--- src/rtl/dmfe_pkg.sv ---
package dmfe_pkg;
  localparam int IDX_W = 8;
  localparam int SEL_W = 6;

  // control word layout
  localparam int CT_ACTIVE      = 0;
  localparam int CT_RESET       = 1;
  localparam int CT_HALTREQ     = 2;
  localparam int CT_SEL_LO      = 4;
  localparam int CT_STAT_LO     = 10;
  localparam int CT_AUTHOK      = 12;
  localparam int CT_AUTHBUSY    = 13;
  localparam int CT_AUTHTYPE_LO = 14;
  localparam int CT_VER_LO      = 16;

  // status word layout
  localparam int ST_COUNT_LO = 0;
  localparam int ST_ERR_LO   = 8;
  localparam int ST_BUSY     = 12;
  localparam int ST_AUTO_LO  = 16;

  // capability word layout
  localparam int AC_PROG_LO = 16;

  typedef enum logic [1:0] {
    HART_RUNNING = 2'b00,
    HART_HALTED  = 2'b01,
    HART_ABSENT  = 2'b11
  } hartStat_e;

  // strobes from control to the word storage
  typedef struct packed {
    logic             dataWe;
    logic             progWe;
    logic [IDX_W-1:0] idx;
    logic [31:0]      wdata;
  } arrStrobe_t;
endpackage

--- src/rtl/dmfe_data.sv ---
module dmfe_data
  import dmfe_pkg::*;
#(
  parameter int DATA_COUNT = 4,
  parameter int PROG_SIZE  = 8,
  parameter int HS_AW      = 5
) (
  input  logic             clk,
  input  logic             rstN,
  input  arrStrobe_t       strobeIn,
  input  logic             hsValid,
  input  logic             hsWrite,
  input  logic [HS_AW-1:0] hsAddr,
  input  logic [3:0]       hsByteEn,
  input  logic [31:0]      hsWdata,
  output logic [31:0]      dataRd,
  output logic [31:0]      progRd,
  output logic [31:0]      hsRdata
);
  localparam int LANES = 4;

  logic [31:0] dataMem  [DATA_COUNT];
  logic [31:0] dataNext [DATA_COUNT];
  logic [31:0] progMem  [PROG_SIZE];
  logic [31:0] progNext [PROG_SIZE];

  int          armIdx;
  int          hsWord;
  logic [1:0]  hsOff;
  logic [3:0]  laneEn;
  logic [31:0] laneData;
  logic [31:0] hsRdSel;
  logic        hsInRange;

  always_comb begin
    armIdx    = int'(strobeIn.idx);
    hsWord    = int'(hsAddr[HS_AW-1:2]);
    hsOff     = hsAddr[1:0];
    laneEn    = 4'(hsByteEn << hsOff);
    laneData  = hsWdata << {hsOff, 3'b000};
    hsInRange = hsWord < DATA_COUNT;
  end

  // next state of the data words: debugger word write, then hart byte lanes
  always_comb begin
    for (int w = 0; w < DATA_COUNT; w++) begin
      dataNext[w] = dataMem[w];
      if (strobeIn.dataWe && armIdx == w) dataNext[w] = strobeIn.wdata;
      if (hsValid && hsWrite && hsWord == w) begin
        for (int b = 0; b < LANES; b++) begin
          if (laneEn[b]) dataNext[w][8*b +: 8] = laneData[8*b +: 8];
        end
      end
    end
  end

  always_comb begin
    for (int w = 0; w < PROG_SIZE; w++) begin
      progNext[w] = progMem[w];
      if (strobeIn.progWe && armIdx == w) progNext[w] = strobeIn.wdata;
    end
  end

  always_ff @(posedge clk or negedge rstN) begin
    if (!rstN) begin
      for (int w = 0; w < DATA_COUNT; w++) dataMem[w] <= '0;
      for (int w = 0; w < PROG_SIZE; w++) progMem[w] <= '0;
    end else begin
      dataMem <= dataNext;
      progMem <= progNext;
    end
  end

  // read selection for the debugger side
  always_comb begin
    dataRd = '0;
    progRd = '0;
    hsRdSel = '0;
    for (int w = 0; w < DATA_COUNT; w++) begin
      if (armIdx == w) dataRd = dataMem[w];
      if (hsWord == w) hsRdSel = dataMem[w] >> {hsOff, 3'b000};
    end
    for (int w = 0; w < PROG_SIZE; w++) begin
      if (armIdx == w) progRd = progMem[w];
    end
  end

  always_ff @(posedge clk or negedge rstN) begin
    if (!rstN) hsRdata <= '0;
    else if (hsValid && !hsWrite) hsRdata <= hsRdSel;
  end

  // hart write beyond the data words leaves word 0 untouched
  p_hs_oob_ignored_r11: assert property (@(posedge clk) disable iff (!rstN)
    (hsValid && hsWrite && !hsInRange && !strobeIn.dataWe) |=> $stable(dataMem[0]));

  // a lone debugger write to word 0 is stored as written
  p_dmi_word_lands_r2: assert property (@(posedge clk) disable iff (!rstN)
    (strobeIn.dataWe && armIdx == 0 && !(hsValid && hsWrite))
      |=> dataMem[0] == $past(strobeIn.wdata));

  // out-of-range hart read returns zero
  p_hs_oob_read_r11: assert property (@(posedge clk) disable iff (!rstN)
    (hsValid && !hsWrite && !hsInRange) |=> hsRdata == 32'd0);
endmodule

--- src/rtl/dmfe_ctrl.sv ---
module dmfe_ctrl
  import dmfe_pkg::*;
#(
  parameter int NHARTS     = 4,
  parameter int DATA_COUNT = 4,
  parameter int PROG_SIZE  = 8,
  parameter int ADDR_W     = 7,
  parameter int DATA_BASE  = 'h04,
  parameter int CTRL_ADDR  = 'h10,
  parameter int STAT_ADDR  = 'h11,
  parameter int CMD_ADDR   = 'h12,
  parameter int ACC_ADDR   = 'h13,
  parameter int PROG_BASE  = 'h20
) (
  input  logic              clk,
  input  logic              rstN,
  input  logic              reqValid,
  input  logic              reqWrite,
  input  logic [ADDR_W-1:0] reqAddr,
  input  logic [31:0]       reqWdata,
  output logic              rspValid,
  output logic [31:0]       rspRdata,
  output logic              rspErr,
  input  logic [NHARTS-1:0] hartHalted,
  output logic [NHARTS-1:0] haltReqOut,
  output logic              resetReqOut,
  output logic              cmdValid,
  output logic [31:0]       cmdWord,
  input  logic              cmdBusy,
  input  logic              cmdErrValid,
  input  logic [2:0]        cmdErrCode,
  output arrStrobe_t        strobeOut,
  input  logic [31:0]       dataRd,
  input  logic [31:0]       progRd
);
  localparam int SEL_SPAN = 1 << SEL_W;

  logic              active;
  logic              resetReq;
  logic [SEL_W-1:0]  hartSel;
  logic [NHARTS-1:0] haltReq;
  logic [2:0]        cmdErr;
  logic [7:0]        autoExec;

  int   addrInt;
  logic hitData, hitProg, hitCtrl, hitStat, hitCmd, hitAcc;
  logic wr, errClear, selPresent;
  logic [SEL_W-1:0]    newSel;
  logic [SEL_SPAN-1:0] haltedPad, haltReqPad;
  hartStat_e           curStat;
  logic [31:0] ctrlWord, statWord, accWord, rdNext;
  logic        errNext;

  // address decode
  always_comb begin
    addrInt = int'(reqAddr);
    hitData = (addrInt >= DATA_BASE) && (addrInt < DATA_BASE + DATA_COUNT);
    hitProg = (addrInt >= PROG_BASE) && (addrInt < PROG_BASE + PROG_SIZE);
    hitCtrl = addrInt == CTRL_ADDR;
    hitStat = addrInt == STAT_ADDR;
    hitCmd  = addrInt == CMD_ADDR;
    hitAcc  = addrInt == ACC_ADDR;
    errNext = !(hitData || hitProg || hitCtrl || hitStat || hitCmd || hitAcc);
    wr      = reqValid && reqWrite;
  end

  always_comb begin
    strobeOut.dataWe = wr && hitData;
    strobeOut.progWe = wr && hitProg;
    strobeOut.idx    = hitData ? IDX_W'(addrInt - DATA_BASE) : IDX_W'(addrInt - PROG_BASE);
    strobeOut.wdata  = reqWdata;
  end

  // live hart status
  always_comb begin
    newSel     = reqWdata[CT_SEL_LO +: SEL_W];
    selPresent = int'(hartSel) < NHARTS;
    haltedPad  = SEL_SPAN'(hartHalted);
    haltReqPad = SEL_SPAN'(haltReq);
    if (!selPresent)             curStat = HART_ABSENT;
    else if (haltedPad[hartSel]) curStat = HART_HALTED;
    else                         curStat = HART_RUNNING;
  end

  // read words
  always_comb begin
    ctrlWord = '0;
    ctrlWord[CT_ACTIVE]              = active;
    ctrlWord[CT_RESET]               = resetReq;
    ctrlWord[CT_HALTREQ]             = selPresent && haltReqPad[hartSel];
    ctrlWord[CT_SEL_LO +: SEL_W]     = hartSel;
    ctrlWord[CT_STAT_LO +: 2]        = curStat;
    ctrlWord[CT_AUTHOK]              = 1'b1;
    ctrlWord[CT_AUTHBUSY]            = 1'b0;
    ctrlWord[CT_AUTHTYPE_LO +: 2]    = 2'b00;
    ctrlWord[CT_VER_LO +: 4]         = 4'd1;

    statWord = '0;
    statWord[ST_COUNT_LO +: 4] = 4'(DATA_COUNT);
    statWord[ST_ERR_LO +: 3]   = cmdErr;
    statWord[ST_BUSY]          = cmdBusy;
    statWord[ST_AUTO_LO +: 8]  = autoExec;

    accWord = 32'(PROG_SIZE) << AC_PROG_LO;

    if (hitData)      rdNext = dataRd;
    else if (hitProg) rdNext = progRd;
    else if (hitCtrl) rdNext = ctrlWord;
    else if (hitStat) rdNext = statWord;
    else if (hitAcc)  rdNext = accWord;
    else              rdNext = '0;
  end

  // control register
  always_ff @(posedge clk or negedge rstN) begin
    if (!rstN) begin
      active   <= 1'b0;
      resetReq <= 1'b0;
      hartSel  <= '0;
      haltReq  <= '0;
    end else if (wr && hitCtrl) begin
      active <= reqWdata[CT_ACTIVE];
      if (reqWdata[CT_ACTIVE]) begin
        resetReq <= reqWdata[CT_RESET];
        hartSel  <= newSel;
        for (int h = 0; h < NHARTS; h++) begin
          if (int'(newSel) == h) haltReq[h] <= reqWdata[CT_HALTREQ];
        end
      end
    end
  end

  // status register
  assign errClear = wr && hitStat && (reqWdata[ST_ERR_LO +: 3] == 3'd0);

  always_ff @(posedge clk or negedge rstN) begin
    if (!rstN) begin
      cmdErr   <= 3'd0;
      autoExec <= 8'd0;
    end else begin
      if (wr && hitStat) autoExec <= reqWdata[ST_AUTO_LO +: 8];
      if (errClear) cmdErr <= 3'd0;
      else if (cmdErrValid && cmdErr == 3'd0) cmdErr <= cmdErrCode;
    end
  end

  // response and command strobe
  always_ff @(posedge clk or negedge rstN) begin
    if (!rstN) begin
      rspValid <= 1'b0;
      rspRdata <= '0;
      rspErr   <= 1'b0;
      cmdValid <= 1'b0;
      cmdWord  <= '0;
    end else begin
      rspValid <= reqValid;
      rspRdata <= (reqValid && !reqWrite && !errNext) ? rdNext : 32'd0;
      rspErr   <= reqValid && errNext;
      cmdValid <= wr && hitCmd;
      if (wr && hitCmd) cmdWord <= reqWdata;
    end
  end

  assign haltReqOut  = haltReq;
  assign resetReqOut = resetReq;

  // response follows each request by one cycle
  p_rsp_follows_r1: assert property (@(posedge clk) disable iff (!rstN)
    reqValid |=> rspValid);
  p_rsp_idle_r1: assert property (@(posedge clk) disable iff (!rstN)
    !reqValid |=> !rspValid);

  // error responses carry no data
  p_err_no_data_r3: assert property (@(posedge clk) disable iff (!rstN)
    rspErr |-> (rspValid && rspRdata == 32'd0));

  // inactive control write keeps the hart-facing fields
  p_inactive_keeps_r4: assert property (@(posedge clk) disable iff (!rstN)
    (wr && hitCtrl && !reqWdata[CT_ACTIVE]) |=> ($stable(haltReqOut) && $stable(resetReqOut)));

  // a selection beyond the hart count reads as absent
  p_absent_code_r5: assert property (@(posedge clk) disable iff (!rstN)
    (reqValid && !reqWrite && hitCtrl && int'(hartSel) >= NHARTS)
      |=> rspRdata[CT_STAT_LO +: 2] == 2'b11);

  // a set error holds unless cleared by a status write
  p_err_sticky_r8: assert property (@(posedge clk) disable iff (!rstN)
    (cmdErr != 3'd0 && !errClear) |=> cmdErr == $past(cmdErr));

  // command strobe rides on a clean response
  p_cmd_with_rsp_r9: assert property (@(posedge clk) disable iff (!rstN)
    cmdValid |-> (rspValid && !rspErr));
endmodule

--- src/rtl/dmfe_top.sv ---
module dmfe_top
  import dmfe_pkg::*;
#(
  parameter int NHARTS     = 4,
  parameter int DATA_COUNT = 4,
  parameter int PROG_SIZE  = 8,
  parameter int ADDR_W     = 7,
  parameter int HS_AW      = 5
) (
  input  logic              clk,
  input  logic              rstN,
  input  logic              reqValid,
  input  logic              reqWrite,
  input  logic [ADDR_W-1:0] reqAddr,
  input  logic [31:0]       reqWdata,
  output logic              rspValid,
  output logic [31:0]       rspRdata,
  output logic              rspErr,
  input  logic [NHARTS-1:0] hartHalted,
  output logic [NHARTS-1:0] haltReqOut,
  output logic              resetReqOut,
  output logic              cmdValid,
  output logic [31:0]       cmdWord,
  input  logic              cmdBusy,
  input  logic              cmdErrValid,
  input  logic [2:0]        cmdErrCode,
  input  logic              hsValid,
  input  logic              hsWrite,
  input  logic [HS_AW-1:0]  hsAddr,
  input  logic [3:0]        hsByteEn,
  input  logic [31:0]       hsWdata,
  output logic [31:0]       hsRdata
);
  arrStrobe_t  arrStrobe;
  logic [31:0] dataRd;
  logic [31:0] progRd;

  dmfe_ctrl #(
    .NHARTS(NHARTS), .DATA_COUNT(DATA_COUNT), .PROG_SIZE(PROG_SIZE), .ADDR_W(ADDR_W)
  ) u_ctrl (
    .clk(clk), .rstN(rstN),
    .reqValid(reqValid), .reqWrite(reqWrite), .reqAddr(reqAddr), .reqWdata(reqWdata),
    .rspValid(rspValid), .rspRdata(rspRdata), .rspErr(rspErr),
    .hartHalted(hartHalted), .haltReqOut(haltReqOut), .resetReqOut(resetReqOut),
    .cmdValid(cmdValid), .cmdWord(cmdWord), .cmdBusy(cmdBusy),
    .cmdErrValid(cmdErrValid), .cmdErrCode(cmdErrCode),
    .strobeOut(arrStrobe), .dataRd(dataRd), .progRd(progRd)
  );

  dmfe_data #(
    .DATA_COUNT(DATA_COUNT), .PROG_SIZE(PROG_SIZE), .HS_AW(HS_AW)
  ) u_data (
    .clk(clk), .rstN(rstN), .strobeIn(arrStrobe),
    .hsValid(hsValid), .hsWrite(hsWrite), .hsAddr(hsAddr),
    .hsByteEn(hsByteEn), .hsWdata(hsWdata),
    .dataRd(dataRd), .progRd(progRd), .hsRdata(hsRdata)
  );
endmodule

--- config.mk ---
export PLATFORM = sky130hd
export DESIGN_NAME = dmfe_top
export DESIGN_NICKNAME = d
export VERILOG_FILES = /design/src/rtl/dmfe_pkg.sv /design/src/rtl/dmfe_data.sv /design/src/rtl/dmfe_ctrl.sv /design/src/rtl/dmfe_top.sv
export SDC_FILE = /design/constraint.sdc
export NUM_CORES = 1
export LEC_CHECK = 0
export BUFFER_PORTS_ARGS = -buffer_cell sky130_fd_sc_hd__buf_2
export CAP_MARGIN = 10
export CORE_ASPECT_RATIO = 0.5
export CORE_MARGIN = 5
export CORE_UTILIZATION = 30
export CTS_CLUSTER_DIAMETER = 80
export DETAILED_ROUTE_END_ITERATION = 12
export GPL_TIMING_DRIVEN = 0
export PLACE_DENSITY_LB_ADDON = 0.05
export SLEW_MARGIN = 10
export SYNTH_ARGS = -nofsm -noshare
export SYNTH_HDL_FRONTEND = slang
export SYNTH_SLANG_ARGS = --single-unit
--- constraint.sdc ---
create_clock -name clk -period 1.9 [get_ports clk]
set_input_delay 0.38 -clock clk [delete_from_list [all_inputs] [get_ports clk]]
set_output_delay 0.38 -clock clk [all_outputs]
set_load 0.1 [all_outputs]
Word level (Yosys, flattened, before mapping):

Cells that the tools add are included.

* $add $sub $neg: 2
* $mul: 0
* divide/modulo/power cells: 0
* magnitude comparators: 6
* equality and inequality tests: 17
* shifts and indexed selects: 6
* multiplexer cells: 55
* bitwise operators: 0
* reductions and logical operators: 51

Operator list (count)
* $mux W32: 29
* $mux W8: 17
* $shr A32 B5 Y32: 4
* $logic_not A32 Y1: 2
* $eq A8 B4 Y1 const B: 4
* $logic_and A1 B1 Y1: 32
* $shl A32 B5 Y32: 1
* $eq A7 B6 Y1 const B: 4
* $mux W20: 1
* $eq A8 B3 Y1 const B: 2
* $bmux W1 S6: 2
* $eq A6 B3 Y1 const B: 2
* $reduce_and A3 Y1: 4
* $eq A8 B2 Y1 const B: 1
* $sub A7 B3 Y8 const B: 1
* $sub A7 B6 Y8 const B: 1
* $ge A7 B3 Y1 const B: 1
* $ge A7 B6 Y1 const B: 1
* $lt A6 B7 Y1 const B: 1
* $lt A7 B4 Y1 const B: 1
* $lt A7 B6 Y1 const B: 1
* $eq A3 B3 Y1 const B: 2
* $eq A6 B2 Y1 const B: 1
* $logic_not A3 Y1: 2
* other kinds (11): 20

* bits in registers: 506
* latch bits: 0
* bits in writable memories: 0
* bits in read-only memories: 0
* input bits: 95
* output and inout bits: 104
* word-level logic and storage cells: 164
* memories kept: 0

Depth between registers and ports, before layout:

* depth after elaboration: 15
* depth in mapped cells: 14
* gate-level depth less buffers: 10

Hierarchy:

From an unflattened synthesis, not the netlist that was laid out.

* cell total of the unflattened synthesis: 2136
* area, all modules: 26819.5 sq um

Modules (own cells, without submodules)
* dmfe_data: instances 1, cells an instance 1751, area each 22459.0 sq um, seq. area each 10410.0 sq um
* dmfe_ctrl: instances 1, cells an instance 385, area each 4360.4 sq um, seq. area each 2252.2 sq um

Worst setup path before layout:

No wires, ideal clock.

* kind: in2reg
* start point: in reqAddr[3]
* end point: reg u_ctrl.rspRdata[19]
* library setup time: 0.119 ns
* data arrival time: 2.992 ns
* data required time: 1.781 ns
* slack: -1.211 ns
* cell stages on the path: 14
* buffers on the path: 4
* path through: inv_1 > ha_1 > or3b_4 > a211oi_4 > mux2_4 > and3_1 > buf_4 > and2_1 > buf_4 > buf_6 > buf_4 > a22oi_1 > a21oi_1 > o21a_1

* word-level cells in the longest chain between the ends: 15
* elaborated cells between the ends (all ways): 45
* those cells by class: add/sub: 2; order compare: 4; eq/ne: 11; mux: 19; reduce/logical: 9

Ends and longest elaborated chain
* start: declaration: RTL line dmfe_top.sv:14 `input logic [ADDR_W-1:0] reqAddr,`
* $ge A7 B3 Y1 / $lt A7 B4 Y1 (equally long branches): RTL line dmfe_ctrl.sv:57 `hitData = (addrInt >= DATA_BASE) && (addrInt < DATA_BASE + DATA_COUNT);`
* $logic_and A1 B1 Y1: RTL line dmfe_ctrl.sv:57
* $mux W8: RTL line dmfe_ctrl.sv:70 `strobeOut.idx = hitData ? IDX_W'(addrInt - DATA_BASE) : IDX_W'(addrInt - PROG_BASE);`
* $logic_not A32 Y1: RTL line dmfe_data.sv:80, dmfe_data.sv:84
* $mux W32 (8 in series): RTL line dmfe_data.sv:84 `if (armIdx == w) progRd = progMem[w];`
* $mux W32: RTL line dmfe_ctrl.sv:107 `else if (hitProg) rdNext = progRd;`
* $mux W32: RTL line dmfe_ctrl.sv:106 `if (hitData) rdNext = dataRd;`
* $mux W32 *: RTL line dmfe_ctrl.sv:157 `rspRdata <= (reqValid && !reqWrite && !errNext) ? rdNext : 32'd0;`
* end signal: assignment: RTL line dmfe_ctrl.sv:157
* end: declaration: RTL line dmfe_ctrl.sv:22 `output logic [31:0] rspRdata,`

Every way passes the cells marked *; elsewhere a longest branch is shown, timed or not.
A chain may end at the register's enable or synchronous reset.

Worst setup path after layout:

* start point: in reqAddr[3]
* end point: reg u_ctrl.rspRdata[15]

Same word-level chain as after synthesis.

==> metrics <==
crit path capture type=flip-flop; Post-DRT Antenna Nets=0; synthesized flop and latch total=506; drt first-iter violations=2444; Tightest Pin Transition=1.272 ns; Max Buffers Root-to-Sink=3; routability cong.=0.9317; Adder-Cell Fraction of Synth Area=0.2866%; RSZ-0062 raised after global routing=yes; first-pass iteration count of the detailed router=8; Total GRT Usage=27.61%; vias in the first global route=22642; H-tree depth=2; number of core rows=76; Die Width=427.9 um; setup ws final=-1.179 ns; worst reg2reg setup slack=-0.14 ns; period utilisation layout=162.0%; placed cells=3697; overall power=28500 uW; CTS tree=built; Mean Syn Cell Area=11.27 sq um; post-route design area=34380 sq um; largest net degree at the start of global routing=95; setup_tns=-318.37 ns; Async S/R FF share, synth=100.0%; Synth warnings=0; clk slew on worst S/H paths=0.06 ns; IO Pins=199; Final Hold Fails=0; Final #Nets=2828; Fmax=324.8 MHz; Main synth FF type=dfrtp_1; chip height=219.0 um; initial core utilization=30.34%; multiplexer area fraction after synthesis=25.53%; post-synth cell types=77; Detailed Route WL=133000 um; Peak VDD IR=628.7 uV; vias per inst=5.712; Max Slew Vio Count=0; routed len/inst=33.73 um; Slew headroom=15.19%; Synth Area in Compound Gates=14.66%; total power per unit cell area=829.1 nW/um^2; non-filler cells, final=3943; # setup viols final=485; Layout fillers=8544; initial antenna violation count=9; critical path launch point type=input pin; largest family of logic cells by synthesized area=multiplexers; Max-Cap Viols=0; Leak=0.01503 uW; via count=22521; clk root buf=clkbuf_16; failing checks=negative setup slack; post-synthesis cell area=26200 sq um; Max Clock Skew=0.02249 ns; sequential area share after synthesis=48.33%; DP Area=29400 sq um; number of port buffers=192; Critical Path RT=2.43 ns; clk sinks=506; drt drc=0; Post-Synth XOR/XNOR Area=0%; die area=93690 sq um; core area=86340 sq um; Finished Core Util=39.81%; cts bufs inserted=52; clk_lat worst skew=0.66 ns; cells after synthesis=2325; Tmin final=3.079 ns; crit path kind=input pin to flip-flop; share of layout cells above drive strength 1=38.75%; gr ovfl total=0; CP max FO=6; area share of and/or/nand/nor cells after synthesis=7.623%; Hold WC Path Type=input pin to flip-flop; status=complete, but fails checks; detailed placement HPWL=95420 um; first-pass GRT wire length=184700 um; Post-synth EDFFs=0; CP Data Arrival Time=3.61 ns; synthesis-to-finish area growth=31.22%; syn nets=2426
-- cells in the final DEF (no fill, tap or decap), drive strengths merged, types with 6 or more instances in the layout --
cell type	count
clkinv	17
mux4	16
inv	10
o21ai	160
nand2b	6
o22ai	82
mux2i	224
nor2	92
a222oi	23
nand3	40
a221oi	32
a211oi	14
o21a	20
a22o	9
o221ai	21
clkbuf	174
o22a	8
buf	434
nand4	12
a2bb2oi	7
a2111oi	7
a21oi	116
a31oi	12
nand2	208
a22oi	30
mux2	361
and3	11
o211ai	19
a221o	6
dfrtp	506
nor2b	11
bufinv	6
nor3	12
ha	6
-- path summary, 6_finish.rpt --
kind | end | from | depth (start not counted)
max | u_ctrl.rspRdata[15]$_DFF_PN0_ | reqAddr[3] | 13
min | u_data.progMem[30]$_DFFE_PN0P_ | reqWdata[30] | 2
max reg2reg | u_ctrl.rspRdata[15]$_DFF_PN0_ | u_data.dataMem[15]$_DFF_PN0_ | 3
min reg2reg | u_data.hsRdata[28]$_DFFE_PN0P_ | u_data.hsRdata[28]$_DFFE_PN0P_ | 2
max in group asynchronous | u_data.hsRdata[10]$_DFFE_PN0P_ | rstN | 4
min in group asynchronous | u_ctrl.cmdWord[3]$_DFFE_PN0P_ | rstN | 2
-- kinds of logic (layout without fill, tap and decap cells) --
logic type / after synthesis / count (layout)
simple gates: 423 / 423
mux: 601 / 601
flops: 506 / 506
buf+inv: 203 / 647
fa+ha+maj: 6 / 6
compound gates: 586 / 586
other cells: 0 / 4
-- state kept, by name (all words and copies together) (netlist names), 3 cells and up --
register and count:
u_ctrl.autoExec 8, u_ctrl.cmdErr 3, u_ctrl.cmdWord 32, u_ctrl.haltReqOut 4
u_ctrl.hartSel 6, u_ctrl.rspRdata 32, u_data.dataMem 128, u_data.hsRdata 32
u_data.progMem 256
-- Yosys cell counts (9+ instances only) --
library cell  number  area share [%]
a222oi_1          23            0.88
a21oi_1          116             2.2
clkbuf_1         107             1.5
mux2i_1          223             8.5
dfrtp_1          506              48
buf_1             25            0.36
o221ai_1          20            0.67
nand3_1           39            0.75
buf_2             25            0.48
nand2_1          207             3.0
o21ai_0          152             2.9
o211ai_1          19            0.54
a22oi_1           30            0.86
nor3_1             9            0.17
a31oi_1           12            0.29
a22o_1             9            0.30
and3_1            11            0.26
o22ai_1           82             2.0
mux2_2           345              15
mux2_1            14            0.60
a211oi_1          12            0.34
buf_4             34            0.97
nand4_1           10            0.24
o21a_1            20            0.57
nor2b_1           11            0.26
a221oi_1          32             1.1
nor2_1            83             1.2
mux4_2            16             1.4
-- metrics by stage --
stage	worst slack, ns	hold slack [ns]
after floorplan	-0.9884	0.08441
after global placement	-11.28	0.4614
after detailed placement	-3.263	0.4526
after CTS	-0.9856	0.006974
after global routing	-1.078	0.02601
final	-1.179	0.03422
-- routing by layer --
metal	vias up	part of all wire (%)	GRT usage, %
li1	9503	-	-
met5	-	0	0
met2	960	42	40.54
met1	11879	47	40.82
met4	0	2.5	6.976
met3	179	8.4	6.415
-- worst max-delay path: stages --
cell and delay [ns]:
buf_12 0.11, inv_16 0.05, ha_4 0.12, or3b_4 0.40
a211oi_4 0.25, mux2_4 0.36, nand3_4 0.16, nor2_4 0.06
buf_12 0.15, buf_12 0.13, a222oi_1 0.98, a21oi_4 0.23
o21a_1 0.20
-- what timing repair did --
item                                    4_1_cts  5_1_grt
buffers inserted                            115       26
pin swaps                                    82       36
resized for setup                           388       50
endpoints found under the setup margin      506      613
hold buffers                                  2        0
gates cloned                                 11        4
hold endpoints to repair                     81        0
-- final cells by class --
| cell class | instances | area (sq um) | area share [%] |
|---|---|---|---|
| Buffer | 185 | 1550 | 4.510 |
| Clock buffer | 70 | 1470 | 4.277 |
| Inverter | 10 | 53.80 | 0.1565 |
| Antenna cell | 4 | 10.01 | 0.02912 |
| Timing Repair Buffer | 356 | 2910 | 8.466 |
| Clock inverter | 26 | 317.8 | 0.9245 |
| Sequential cell | 506 | 12660 | 36.83 |
| Tap cell | 1170 | 1464 | 4.258 |
| Multi-Input combinational cell | 1616 | 13940 | 40.55 |
-- where the power goes --
group          switching (uW)  internal [uW]  total [uW]
clock network            4930           6280       11200
logic                    3130           1440        4570
registers                1270          11500       12700
total                    9320          19200       28500
Power figures use the tool's default switching activity.
